## src/rtl/cfg_port_pkg.sv

```systemverilog
// Shared types for the configuration port sequencer.
// Assumes 32-bit local data and the standard configuration address layout.
package cfg_port_pkg;
    localparam int DW = 32;
    localparam int T0_MAX_DEV = 20;
    localparam logic [DW-1:0] ALL_ONES = '1;

    // Stored address-port fields, packed in the same bit order as bits 31 and 23:2.
    typedef struct packed {
        logic       en;
        logic [7:0] bus;
        logic [4:0] dev;
        logic [2:0] fn;
        logic [5:0] rg;
    } cfg_addr_t;

    typedef enum logic [1:0] {TGT_OFF, TGT_T0, TGT_T1, TGT_ABORT} tgt_kind_t;

    typedef enum logic {SEQ_IDLE, SEQ_WAIT} seq_state_t;

    // Rebuild the 32-bit address-port read value, with reserved bits zero.
    function automatic logic [DW-1:0] pack_addr_port(cfg_addr_t a);
        return {a.en, 7'b0, a.bus, a.dev, a.fn, a.rg, 2'b00};
    endfunction
endpackage

```

## src/rtl/cfg_target_decode.sv

```systemverilog
// Decodes the stored address-port fields against the bus range of the bridge.
// Produces the cycle kind and the address-phase value for that kind.
// Assumes: purely combinational; the caller registers the result when issuing.
module cfg_target_decode
    import cfg_port_pkg::*;
(
    input  cfg_addr_t        cur,
    input  logic [7:0]       pri_bus,
    input  logic [7:0]       sub_bus,
    output tgt_kind_t        kind,
    output logic [DW-1:0]    tgt_addr
);
    logic [20:0] idsel;
    logic        on_own_bus;
    logic        below_us;

    // Classify the target and form the address for type-0 or type-1 cycles.
    always_comb begin
        idsel      = 21'd1 << cur.dev;
        on_own_bus = (cur.bus == pri_bus);
        below_us   = (cur.bus > pri_bus) && (cur.bus <= sub_bus);
        if (!cur.en)
            kind = TGT_OFF;
        else if (on_own_bus)
            kind = (cur.dev > 5'(T0_MAX_DEV)) ? TGT_ABORT : TGT_T0;
        else if (below_us)
            kind = TGT_T1;
        else
            kind = TGT_ABORT;
        if (on_own_bus)
            tgt_addr = {idsel, cur.fn, cur.rg, 2'b00};
        else
            tgt_addr = {8'h00, cur.bus, cur.dev, cur.fn, cur.rg, 2'b01};
    end
endmodule

```

## src/rtl/cfg_port_regs.sv

```systemverilog
// Holds the address port, the bus-number register and the sticky error flag.
// Provides the read mux for every index except the data port.
// Assumes: writes arrive as single-cycle strobes from the sequencer.
module cfg_port_regs
    import cfg_port_pkg::*;
#(
    parameter int          IDX_W    = 2,
    parameter logic [7:0]  RST_PRI  = 8'd0,
    parameter logic [7:0]  RST_SUB  = 8'd0,
    parameter int          ADDR_IDX = 0,
    parameter int          BUS_IDX  = 2
) (
    input  logic              clk,
    input  logic              rst_n,
    input  logic              wr_en,
    input  logic [IDX_W-1:0]  wr_idx,
    input  cfg_addr_t         wr_fields,
    input  logic [7:0]        wr_pri,
    input  logic [7:0]        wr_sub,
    input  logic              wr_clr,
    input  logic              err_set,
    input  logic [IDX_W-1:0]  rd_idx,
    output logic [DW-1:0]     rd_data,
    output cfg_addr_t         cur_addr,
    output logic [7:0]        pri_bus,
    output logic [7:0]        sub_bus,
    output logic              err_flag
);
    localparam logic [IDX_W-1:0] A_IDX = IDX_W'(ADDR_IDX);
    localparam logic [IDX_W-1:0] B_IDX = IDX_W'(BUS_IDX);

    logic bus_wr;
    assign bus_wr = wr_en && (wr_idx == B_IDX);

    // Address-port and bus-register storage.
    always_ff @(posedge clk) begin
        if (!rst_n) begin
            cur_addr <= '0;
            pri_bus  <= RST_PRI;
            sub_bus  <= RST_SUB;
        end else if (wr_en && wr_idx == A_IDX) begin
            cur_addr <= wr_fields;
        end else if (bus_wr) begin
            pri_bus  <= wr_pri;
            sub_bus  <= wr_sub;
        end
    end

    // Sticky error flag: setting wins over a clearing write in the same cycle.
    always_ff @(posedge clk) begin
        if (!rst_n)
            err_flag <= 1'b0;
        else if (err_set)
            err_flag <= 1'b1;
        else if (bus_wr && wr_clr)
            err_flag <= 1'b0;
    end

    // Read mux for the non-data indices.
    always_comb begin
        if (rd_idx == A_IDX)
            rd_data = pack_addr_port(cur_addr);
        else if (rd_idx == B_IDX)
            rd_data = {15'b0, err_flag, sub_bus, pri_bus};
        else
            rd_data = '0;
    end

    // The flag is set in the cycle after an error strobe.
    p_err_set_r10: assert property (@(posedge clk) disable iff (!rst_n)
        err_set |=> err_flag);
    // The flag holds until a clearing write to the bus register.
    p_err_sticky_r3: assert property (@(posedge clk) disable iff (!rst_n)
        (err_flag && !(bus_wr && wr_clr)) |=> err_flag);
endmodule

```

## src/rtl/cfg_cycle_fsm.sv

```systemverilog
// Sequences local accesses: answers register accesses in one cycle, completes
// disabled or unreachable data-port accesses locally, and forwards the rest to
// the PCI transaction engine, stalling the local bus until completion.
// Assumes: the local master holds lb_req until lb_ack; pci_done is a one-cycle pulse.
module cfg_cycle_fsm
    import cfg_port_pkg::*;
#(
    parameter int IDX_W    = 2,
    parameter int DATA_IDX = 1
) (
    input  logic              clk,
    input  logic              rst_n,
    input  logic              lb_req,
    input  logic              lb_wr,
    input  logic [IDX_W-1:0]  lb_idx,
    input  logic [DW-1:0]     lb_wdata,
    output logic              lb_ack,
    output logic [DW-1:0]     lb_rdata,
    input  tgt_kind_t         kind,
    input  logic [DW-1:0]     tgt_addr,
    input  logic [DW-1:0]     reg_rdata,
    output logic              reg_wr,
    output logic              err_set,
    output logic              pci_req,
    output logic              pci_wr,
    output logic              pci_type1,
    output logic [DW-1:0]     pci_addr,
    output logic [DW-1:0]     pci_wdata,
    input  logic              pci_done,
    input  logic [DW-1:0]     pci_rdata,
    input  logic              pci_mabort
);
    localparam logic [IDX_W-1:0] D_IDX = IDX_W'(DATA_IDX);

    seq_state_t state;
    logic       accept;
    logic       is_data;
    logic       fwd;

    // Acceptance and the strobes derived from it.
    always_comb begin
        accept  = (state == SEQ_IDLE) && lb_req && !lb_ack;
        is_data = (lb_idx == D_IDX);
        fwd     = (kind == TGT_T0) || (kind == TGT_T1);
        reg_wr  = accept && lb_wr && !is_data;
        err_set = (accept && is_data && kind == TGT_ABORT) ||
                  (state == SEQ_WAIT && pci_done && pci_mabort);
    end

    // Main sequencer: issue, wait, acknowledge.
    always_ff @(posedge clk) begin
        if (!rst_n) begin
            state     <= SEQ_IDLE;
            lb_ack    <= 1'b0;
            lb_rdata  <= '0;
            pci_req   <= 1'b0;
            pci_wr    <= 1'b0;
            pci_type1 <= 1'b0;
            pci_addr  <= '0;
            pci_wdata <= '0;
        end else begin
            lb_ack <= 1'b0;
            if (accept) begin
                if (!is_data) begin
                    lb_ack   <= 1'b1;
                    lb_rdata <= reg_rdata;
                end else if (fwd) begin
                    pci_req   <= 1'b1;
                    pci_wr    <= lb_wr;
                    pci_type1 <= (kind == TGT_T1);
                    pci_addr  <= tgt_addr;
                    pci_wdata <= lb_wdata;
                    state     <= SEQ_WAIT;
                end else begin
                    lb_ack   <= 1'b1;
                    lb_rdata <= ALL_ONES;
                end
            end else if (state == SEQ_WAIT && pci_done) begin
                pci_req  <= 1'b0;
                lb_ack   <= 1'b1;
                lb_rdata <= (pci_mabort || pci_wr) ? ALL_ONES : pci_rdata;
                state    <= SEQ_IDLE;
            end
        end
    end

    // Request and its fields stay put until completion.
    p_req_hold_r11: assert property (@(posedge clk) disable iff (!rst_n)
        (pci_req && !pci_done) |=> (pci_req && $stable(pci_addr) &&
                                    $stable(pci_wr) && $stable(pci_type1)));
    // No acknowledge while a transaction is pending.
    p_stall_r8: assert property (@(posedge clk) disable iff (!rst_n)
        pci_req |-> !lb_ack);
    // Completion produces the acknowledge in the next cycle.
    p_done_ack_r8: assert property (@(posedge clk) disable iff (!rst_n)
        (pci_req && pci_done) |=> (lb_ack && !pci_req));
    // Acknowledge is a single-cycle pulse.
    p_ack_pulse_r2: assert property (@(posedge clk) disable iff (!rst_n)
        lb_ack |=> !lb_ack);
    // Type-1 address phase ends in 01.
    p_t1_fmt_r6: assert property (@(posedge clk) disable iff (!rst_n)
        (pci_req && pci_type1) |-> (pci_addr[1:0] == 2'b01));
    // Type-0 address phase has exactly one select bit and ends in 00.
    p_t0_fmt_r5: assert property (@(posedge clk) disable iff (!rst_n)
        (pci_req && !pci_type1) |->
            (pci_addr[1:0] == 2'b00 && $countones(pci_addr[31:11]) == 1));
    // Aborted reads return all ones.
    p_abort_data_r10: assert property (@(posedge clk) disable iff (!rst_n)
        (pci_req && pci_done && pci_mabort) |=> (lb_rdata == ALL_ONES));
endmodule

```

## src/rtl/cfg_port_seq.sv

```systemverilog
// Top of the configuration port sequencer. With HOST_CFG_EN set it builds the
// register set, the target decoder and the cycle sequencer; otherwise every
// local access reads zero and no PCI transaction is ever requested.
// Assumes: index 0 address port, 1 data port, 2 bus register, 3 unused.
module cfg_port_seq
    import cfg_port_pkg::*;
#(
    parameter int          HOST_CFG_EN = 1,
    parameter int          IDX_W       = 2,
    parameter logic [7:0]  RST_PRI_BUS = 8'd0,
    parameter logic [7:0]  RST_SUB_BUS = 8'd0
) (
    input  logic              clk,
    input  logic              rst_n,
    input  logic              lb_req,
    input  logic              lb_wr,
    input  logic [IDX_W-1:0]  lb_idx,
    input  logic [31:0]       lb_wdata,
    output logic              lb_ack,
    output logic [31:0]       lb_rdata,
    output logic              pci_req,
    output logic              pci_wr,
    output logic              pci_type1,
    output logic [31:0]       pci_addr,
    output logic [31:0]       pci_wdata,
    input  logic              pci_done,
    input  logic [31:0]       pci_rdata,
    input  logic              pci_mabort
);
    localparam int ADDR_IDX = 0;
    localparam int DATA_IDX = 1;
    localparam int BUS_IDX  = 2;

    generate
        if (HOST_CFG_EN != 0) begin : g_host
            cfg_addr_t    cur_addr;
            cfg_addr_t    wr_fields;
            logic [7:0]   pri_bus;
            logic [7:0]   sub_bus;
            logic         err_flag;
            logic         reg_wr;
            logic         err_set;
            logic [DW-1:0] reg_rdata;
            logic [DW-1:0] tgt_addr;
            tgt_kind_t    kind;

            assign wr_fields = {lb_wdata[31], lb_wdata[23:2]};

            cfg_port_regs #(
                .IDX_W(IDX_W), .RST_PRI(RST_PRI_BUS), .RST_SUB(RST_SUB_BUS),
                .ADDR_IDX(ADDR_IDX), .BUS_IDX(BUS_IDX)
            ) u_regs (
                .clk(clk), .rst_n(rst_n),
                .wr_en(reg_wr), .wr_idx(lb_idx), .wr_fields(wr_fields),
                .wr_pri(lb_wdata[7:0]), .wr_sub(lb_wdata[15:8]), .wr_clr(lb_wdata[16]),
                .err_set(err_set), .rd_idx(lb_idx), .rd_data(reg_rdata),
                .cur_addr(cur_addr), .pri_bus(pri_bus), .sub_bus(sub_bus),
                .err_flag(err_flag)
            );

            cfg_target_decode u_dec (
                .cur(cur_addr), .pri_bus(pri_bus), .sub_bus(sub_bus),
                .kind(kind), .tgt_addr(tgt_addr)
            );

            cfg_cycle_fsm #(.IDX_W(IDX_W), .DATA_IDX(DATA_IDX)) u_fsm (
                .clk(clk), .rst_n(rst_n),
                .lb_req(lb_req), .lb_wr(lb_wr), .lb_idx(lb_idx), .lb_wdata(lb_wdata),
                .lb_ack(lb_ack), .lb_rdata(lb_rdata),
                .kind(kind), .tgt_addr(tgt_addr), .reg_rdata(reg_rdata),
                .reg_wr(reg_wr), .err_set(err_set),
                .pci_req(pci_req), .pci_wr(pci_wr), .pci_type1(pci_type1),
                .pci_addr(pci_addr), .pci_wdata(pci_wdata),
                .pci_done(pci_done), .pci_rdata(pci_rdata), .pci_mabort(pci_mabort)
            );

            // A transaction only starts while the address port is enabled.
            p_enabled_only_r4: assert property (@(posedge clk) disable iff (!rst_n)
                $rose(pci_req) |-> cur_addr.en);
            // An abort completion leaves the error flag set.
            p_abort_flag_r7: assert property (@(posedge clk) disable iff (!rst_n)
                (pci_req && pci_done && pci_mabort) |=> err_flag);
        end else begin : g_none
            // Without host configuration support: acknowledge everything with zero.
            always_ff @(posedge clk) begin
                if (!rst_n) begin
                    lb_ack   <= 1'b0;
                    lb_rdata <= '0;
                end else begin
                    lb_ack   <= lb_req && !lb_ack;
                    lb_rdata <= '0;
                end
            end
            assign pci_req   = 1'b0;
            assign pci_wr    = 1'b0;
            assign pci_type1 = 1'b0;
            assign pci_addr  = '0;
            assign pci_wdata = '0;

            // No transaction ever starts in this variant.
            p_quiet_r12: assert property (@(posedge clk) disable iff (!rst_n)
                !pci_req);
        end
    endgenerate
endmodule

```

## config.mk

```make
export PLATFORM = sky130hd
export DESIGN_NAME = cfg_port_seq
export DESIGN_NICKNAME = d
export VERILOG_FILES = /design/src/rtl/cfg_port_pkg.sv /design/src/rtl/cfg_target_decode.sv /design/src/rtl/cfg_port_regs.sv /design/src/rtl/cfg_cycle_fsm.sv /design/src/rtl/cfg_port_seq.sv
export SDC_FILE = /design/constraint.sdc
export NUM_CORES = 1
export LEC_CHECK = 0
export CORE_MARGIN = 4
export CORE_UTILIZATION = 25
export DETAILED_ROUTE_END_ITERATION = 8
export SLEW_MARGIN = 20
export SYNTH_ARGS = -nofsm -noshare
export SYNTH_HDL_FRONTEND = slang
export SYNTH_SLANG_ARGS = --single-unit
```

## constraint.sdc

```tcl
create_clock -name clk -period 4 [get_ports clk]
set_input_delay 0.8 -clock clk [delete_from_list [all_inputs] [get_ports clk]]
set_output_delay 0.8 -clock clk [all_outputs]
set_load 0.03 [all_outputs]
```

==> impl_summary.txt <==
----------------------------------------------------
[Clock network]
  Clk sinks ... 139
  Clock tree from TritonCTS ... built
  Clock latency of the later-clocked register in the worst-skew pair ... 0.43 ns
  Cell chosen for the clock root ... sky130_fd_sc_hd__clkbuf_16
  Post-CTS Setup Bufs ... 0
  Number of buffers on the longest clock path ... 2
  Post_cts resized ... 0
  Clock transition at the register clock pins on the worst setup and hold paths after CTS ... 0.06 ns
  Number of CTS-inserted buffers ... 17
  Hold Buf Count CTS ... 0
  H-tree levels ... 4

[Worst setup path]
  CP Data Required Time ... 4.33 ns
  Largest stage delay on the critical path ... 0.69 ns
  Worst reg2reg setup slack ... 0.27 ns
  Critical Path Sink Type ... flop
  CP Max Fanout ... 26
  Startpoint types ... flop
  Category of the critical setup timing path ... reg -> reg
  Cell-by-cell trace of the critical path ... ha_1, a21o_1, a21o_1, a2111oi_0, o32ai_1, ha_1, and3_2, a21oi_4, nand2_4, o31ai_1
  Critical-path cell with the highest stage delay ... sky130_fd_sc_hd__a2111oi_0
  CP Data Arrival Time ... 4.05 ns
  Reg-to-reg endpoint ... g_host.u_fsm.lb_rdata[17]
  Startpoint of the lowest-slack register-to-register path ... g_host.u_regs.cur_addr[19]
  Worst Reg2Reg Path Length in Cells ... 10

[Die]
  Initial Util ... 25.38%
  Die Ht ... 162.4 um
  Horiz. Die Dim ... 162.4 um
  # rows ... 56
  DIE AREA ... 0.02636 sq mm
  Core ar. ... 0.02347 sq mm
  Io pins ... 172

[Logic synthesis]
  Mapped Area ... 0.005957 sq mm
  Avg Inst Size Synth ... 7.818 sq um
  Synth Flop Type ... sky130_fd_sc_hd__dfxtp_1
  Number of distinct library cells after synthesis ... 48
  Net count of the mapped netlist ... 852
  Synth top area cells ... sky130_fd_sc_hd__dfxtp_1, sky130_fd_sc_hd__nand2_1, sky130_fd_sc_hd__a21oi_1
  Number of synthesized flops with an enable pin ... 0
  Fraction of the yosys area taken by sequential cells ... 46.71%
  Synth Instances ... 762
  Fraction of post-synthesis cell area in the top cell type by area ... 46.71%
  Total of flip-flops plus latches after synthesis ... 139
  Synth warnings ... 0
  Biggest area consumer among synthesized cells ... sky130_fd_sc_hd__dfxtp_1
  Post-synth ARST share ... 0%

[Place]
  Worst-case setup slack after placement ... 0.4220 ns
  DP Cell Count ... 1,205
  Dpl cell area ... 0.007905 sq mm
  Number of buffer cells added on primary ports ... 170
  Routability Congestion ... 0.8454
  Placed wire-length estimate after detailed placement ... 14,940 um

[Drt]
  DR vias ... 5,798
  Vias per inst ... 4.687
  Mean routed wirelength per cell ... 16.59 um
  DRC viols ... 0
  Post-DRT Antenna Nets ... 0
  Sum of routed wire length over all layers ... 20,520 um
  First-iteration detailed-routing DRC count ... 440
  Detailed-router iteration count before antenna repair ... 8

[Global routing]
  Antenna violations before repair ... 0
  Largest net degree at the start of global routing ... 77
  Global-route wire length before repair ... 31,930 um
  Overflow after GRT ... 0
  GRT Resource Usage Total ... 15.48%
  Vias in the first global route ... 5,657

[STA]
  Hold Vio Cnt, Final ... 0
  Final period util ... 93.16%
  Final worst clock skew ... 0.009746 ns
  Number of max-slew violations in the final report ... 0
  Max frequency ... 268.3 MHz
  Slew @ Worst Pin ... 0.7257 ns
  Setup repair after global routing missed its margin ... no
  Final setup slack of the worst path ... 0.2735 ns
  Setup TNS Final ... 0 ns
  Fin crit period ... 3.727 ns
  Normalized max-slew margin ... 50.37%
  Setup Viol. Count Final ... 0

[Power and ir drop]
  Switching portion of total power ... 24.54%
  Internal power summed over all cells ... 0.002684 W
  Net switching component of the power ... 0.0008729 W
  Highest ir drop seen on vdd ... 0.2401 mV
  Power density relative to cell area ... 416.4 mW/mm^2
  Clock network power share ... 48.2%
  Leakage power of the design ... 2.895 nW
  Part of the total power dissipated in combinational logic ... 11.2%
  Proportion of power drawn by flip-flops and latches ... 40.6%

[Run status]
  Result of the run ... finished, final reports clean

[Cells and area]
  Final #Nets ... 995
  Fill cells ... 2,473
  Number of inserted diodes ... 0
  Sequential cell area ... 0.002783 sq mm
  Fraction of layout cells with a size suffix above 1 ... 5.991%
  Post-route insts no fill ... 1,237
  Area growth from synthesis to final layout ... 43.39%
  Post-route cell area ... 0.008542 sq mm
  Area taken by multi-input logic gates ... 0.002843 sq mm

[Run]
  Max Cap Viol ... 0

[Hold path]
  Hold path endpoint ... g_host.u_fsm.lb_rdata[24]
  Start point of the worst hold path ... g_host.u_fsm.lb_rdata[24]
  Worst min path class ... reg -> reg
  Hold-critical path depth ... 2

----------------------------------------------------
cells by family after synthesis:
family          share of synthesized area [%]
buf+inv                                 5.671
simple gates                            21.95
other cells                           0.06295
fa+ha+maj                               3.781
flops                                   46.71
compound gates                          21.82
power groups by stage:
| stage | registers [W] | clock network, W | logic, W |
|---|---|---|---|
| after detailed placement | 0.00148 | 0 | 0.000397 |
| after global placement | 0.00147 | 0 | 0.000396 |
| after global routing | 0.00145 | 0.00182 | 0.000428 |
| after CTS | 0.00145 | 0.00175 | 0.000399 |
| final | 0.00145 | 0.00171 | 0.000398 |
| after floorplan | 0.00153 | 0 | 0.000154 |
critical path, delay by kind of cell (launching register included):
family,cells,cell delay (ns)
flops,1,0.51
simple gates,2,0.57
compound gates,6,1.84
fa+ha+maj,2,0.69
registers in the layout (all words and copies together), names as in the netlist:
name                    flops
g_host.u_fsm.pci_addr      31
g_host.u_fsm.pci_wdata     32
g_host.u_regs.sub_bus       8
g_host.u_regs.pri_bus       8
g_host.u_regs.cur_addr     23
g_host.u_fsm.pci_req        1
g_host.u_fsm.pci_wr         1
g_host.u_fsm.pci_type1      1
g_host.u_fsm.lb_rdata      32
g_host.u_fsm.lb_ack         1
g_host.u_regs.err_flag      1
area by class of cell:
class	count	area share, %
multi-input combinational	546	33.28
sequential	139	32.58
timing repair buffer	183	21.21
clock buffer	22	5.551
tap	319	4.673
clock inverter	10	1.904
inverter	18	0.8056
cell usage in the layout (no fill, tap or decap), drive strengths merged, types with 8 or more instances in the layout:
cell type,instances
o211ai,9
nand2,210
o21ai,43
ha,18
o2bb2ai,13
nor2,34
a21oi,122
o31ai,11
inv,18
clkdlybuf4s50,170
buf,13
nor3,15
clkbuf,22
dfxtp,139
nand3,8
per-layer routing:
layer | share of wire (%) | vias up | global-route usage [%]
li1 | - | 2876 | -
met1 | 47 | 2726 | 21.19
met5 | 0 | - | 0
met2 | 43 | 178 | 23.23
met3 | 7.7 | 18 | 5.467
met4 | 1.4 | 0 | 4.152
synth_stat cells (2+ instances only):
master	instances
sky130_fd_sc_hd__and3_1	3
sky130_fd_sc_hd__buf_6	3
sky130_fd_sc_hd__a21oi_1	120
sky130_fd_sc_hd__o21ai_0	42
sky130_fd_sc_hd__o31ai_1	11
sky130_fd_sc_hd__nor4_1	4
sky130_fd_sc_hd__nor2_1	34
sky130_fd_sc_hd__o22ai_1	2
sky130_fd_sc_hd__nand2_1	209
sky130_fd_sc_hd__clkbuf_1	40
sky130_fd_sc_hd__buf_2	12
sky130_fd_sc_hd__nand4_1	5
sky130_fd_sc_hd__nand3b_1	3
sky130_fd_sc_hd__a211oi_1	6
sky130_fd_sc_hd__nor2b_1	6
sky130_fd_sc_hd__nor3_1	15
sky130_fd_sc_hd__nand2b_1	7
sky130_fd_sc_hd__dfxtp_1	139
sky130_fd_sc_hd__a22oi_1	6
sky130_fd_sc_hd__o311a_1	2
sky130_fd_sc_hd__inv_1	17
sky130_fd_sc_hd__a21o_1	4
sky130_fd_sc_hd__or2_2	2
sky130_fd_sc_hd__o211ai_1	9
sky130_fd_sc_hd__buf_4	3
sky130_fd_sc_hd__ha_1	18
sky130_fd_sc_hd__nand3_1	7
sky130_fd_sc_hd__o2bb2ai_1	13
worst max-delay path by stage:
stage,from,endpoint
global placement,g_host.u_regs.cur_addr[19],g_host.u_fsm.lb_rdata[1]
finish,g_host.u_regs.cur_addr[19],g_host.u_fsm.lb_rdata[17]
global route,g_host.u_regs.cur_addr[19],g_host.u_fsm.pci_wdata[1]
floorplan,g_host.u_regs.cur_addr[15],g_host.u_fsm.lb_rdata[20]
detailed placement,g_host.u_regs.cur_addr[19],g_host.u_fsm.pci_addr[2]
CTS,g_host.u_regs.cur_addr[19],g_host.u_fsm.lb_rdata[17]
metrics by stage:
stage,hold WS [ns],util (%),power [W]
finish,0.4472,36.39,0.003557
global route,0.4746,36.39,0.003697
CTS,0.4524,36.39,0.003597
detailed placement,0.4419,33.68,0.001873
global placement,0.4339,33.68,0.001871
floorplan,0.4363,-,0.001679
Power figures use the tool's default switching activity.
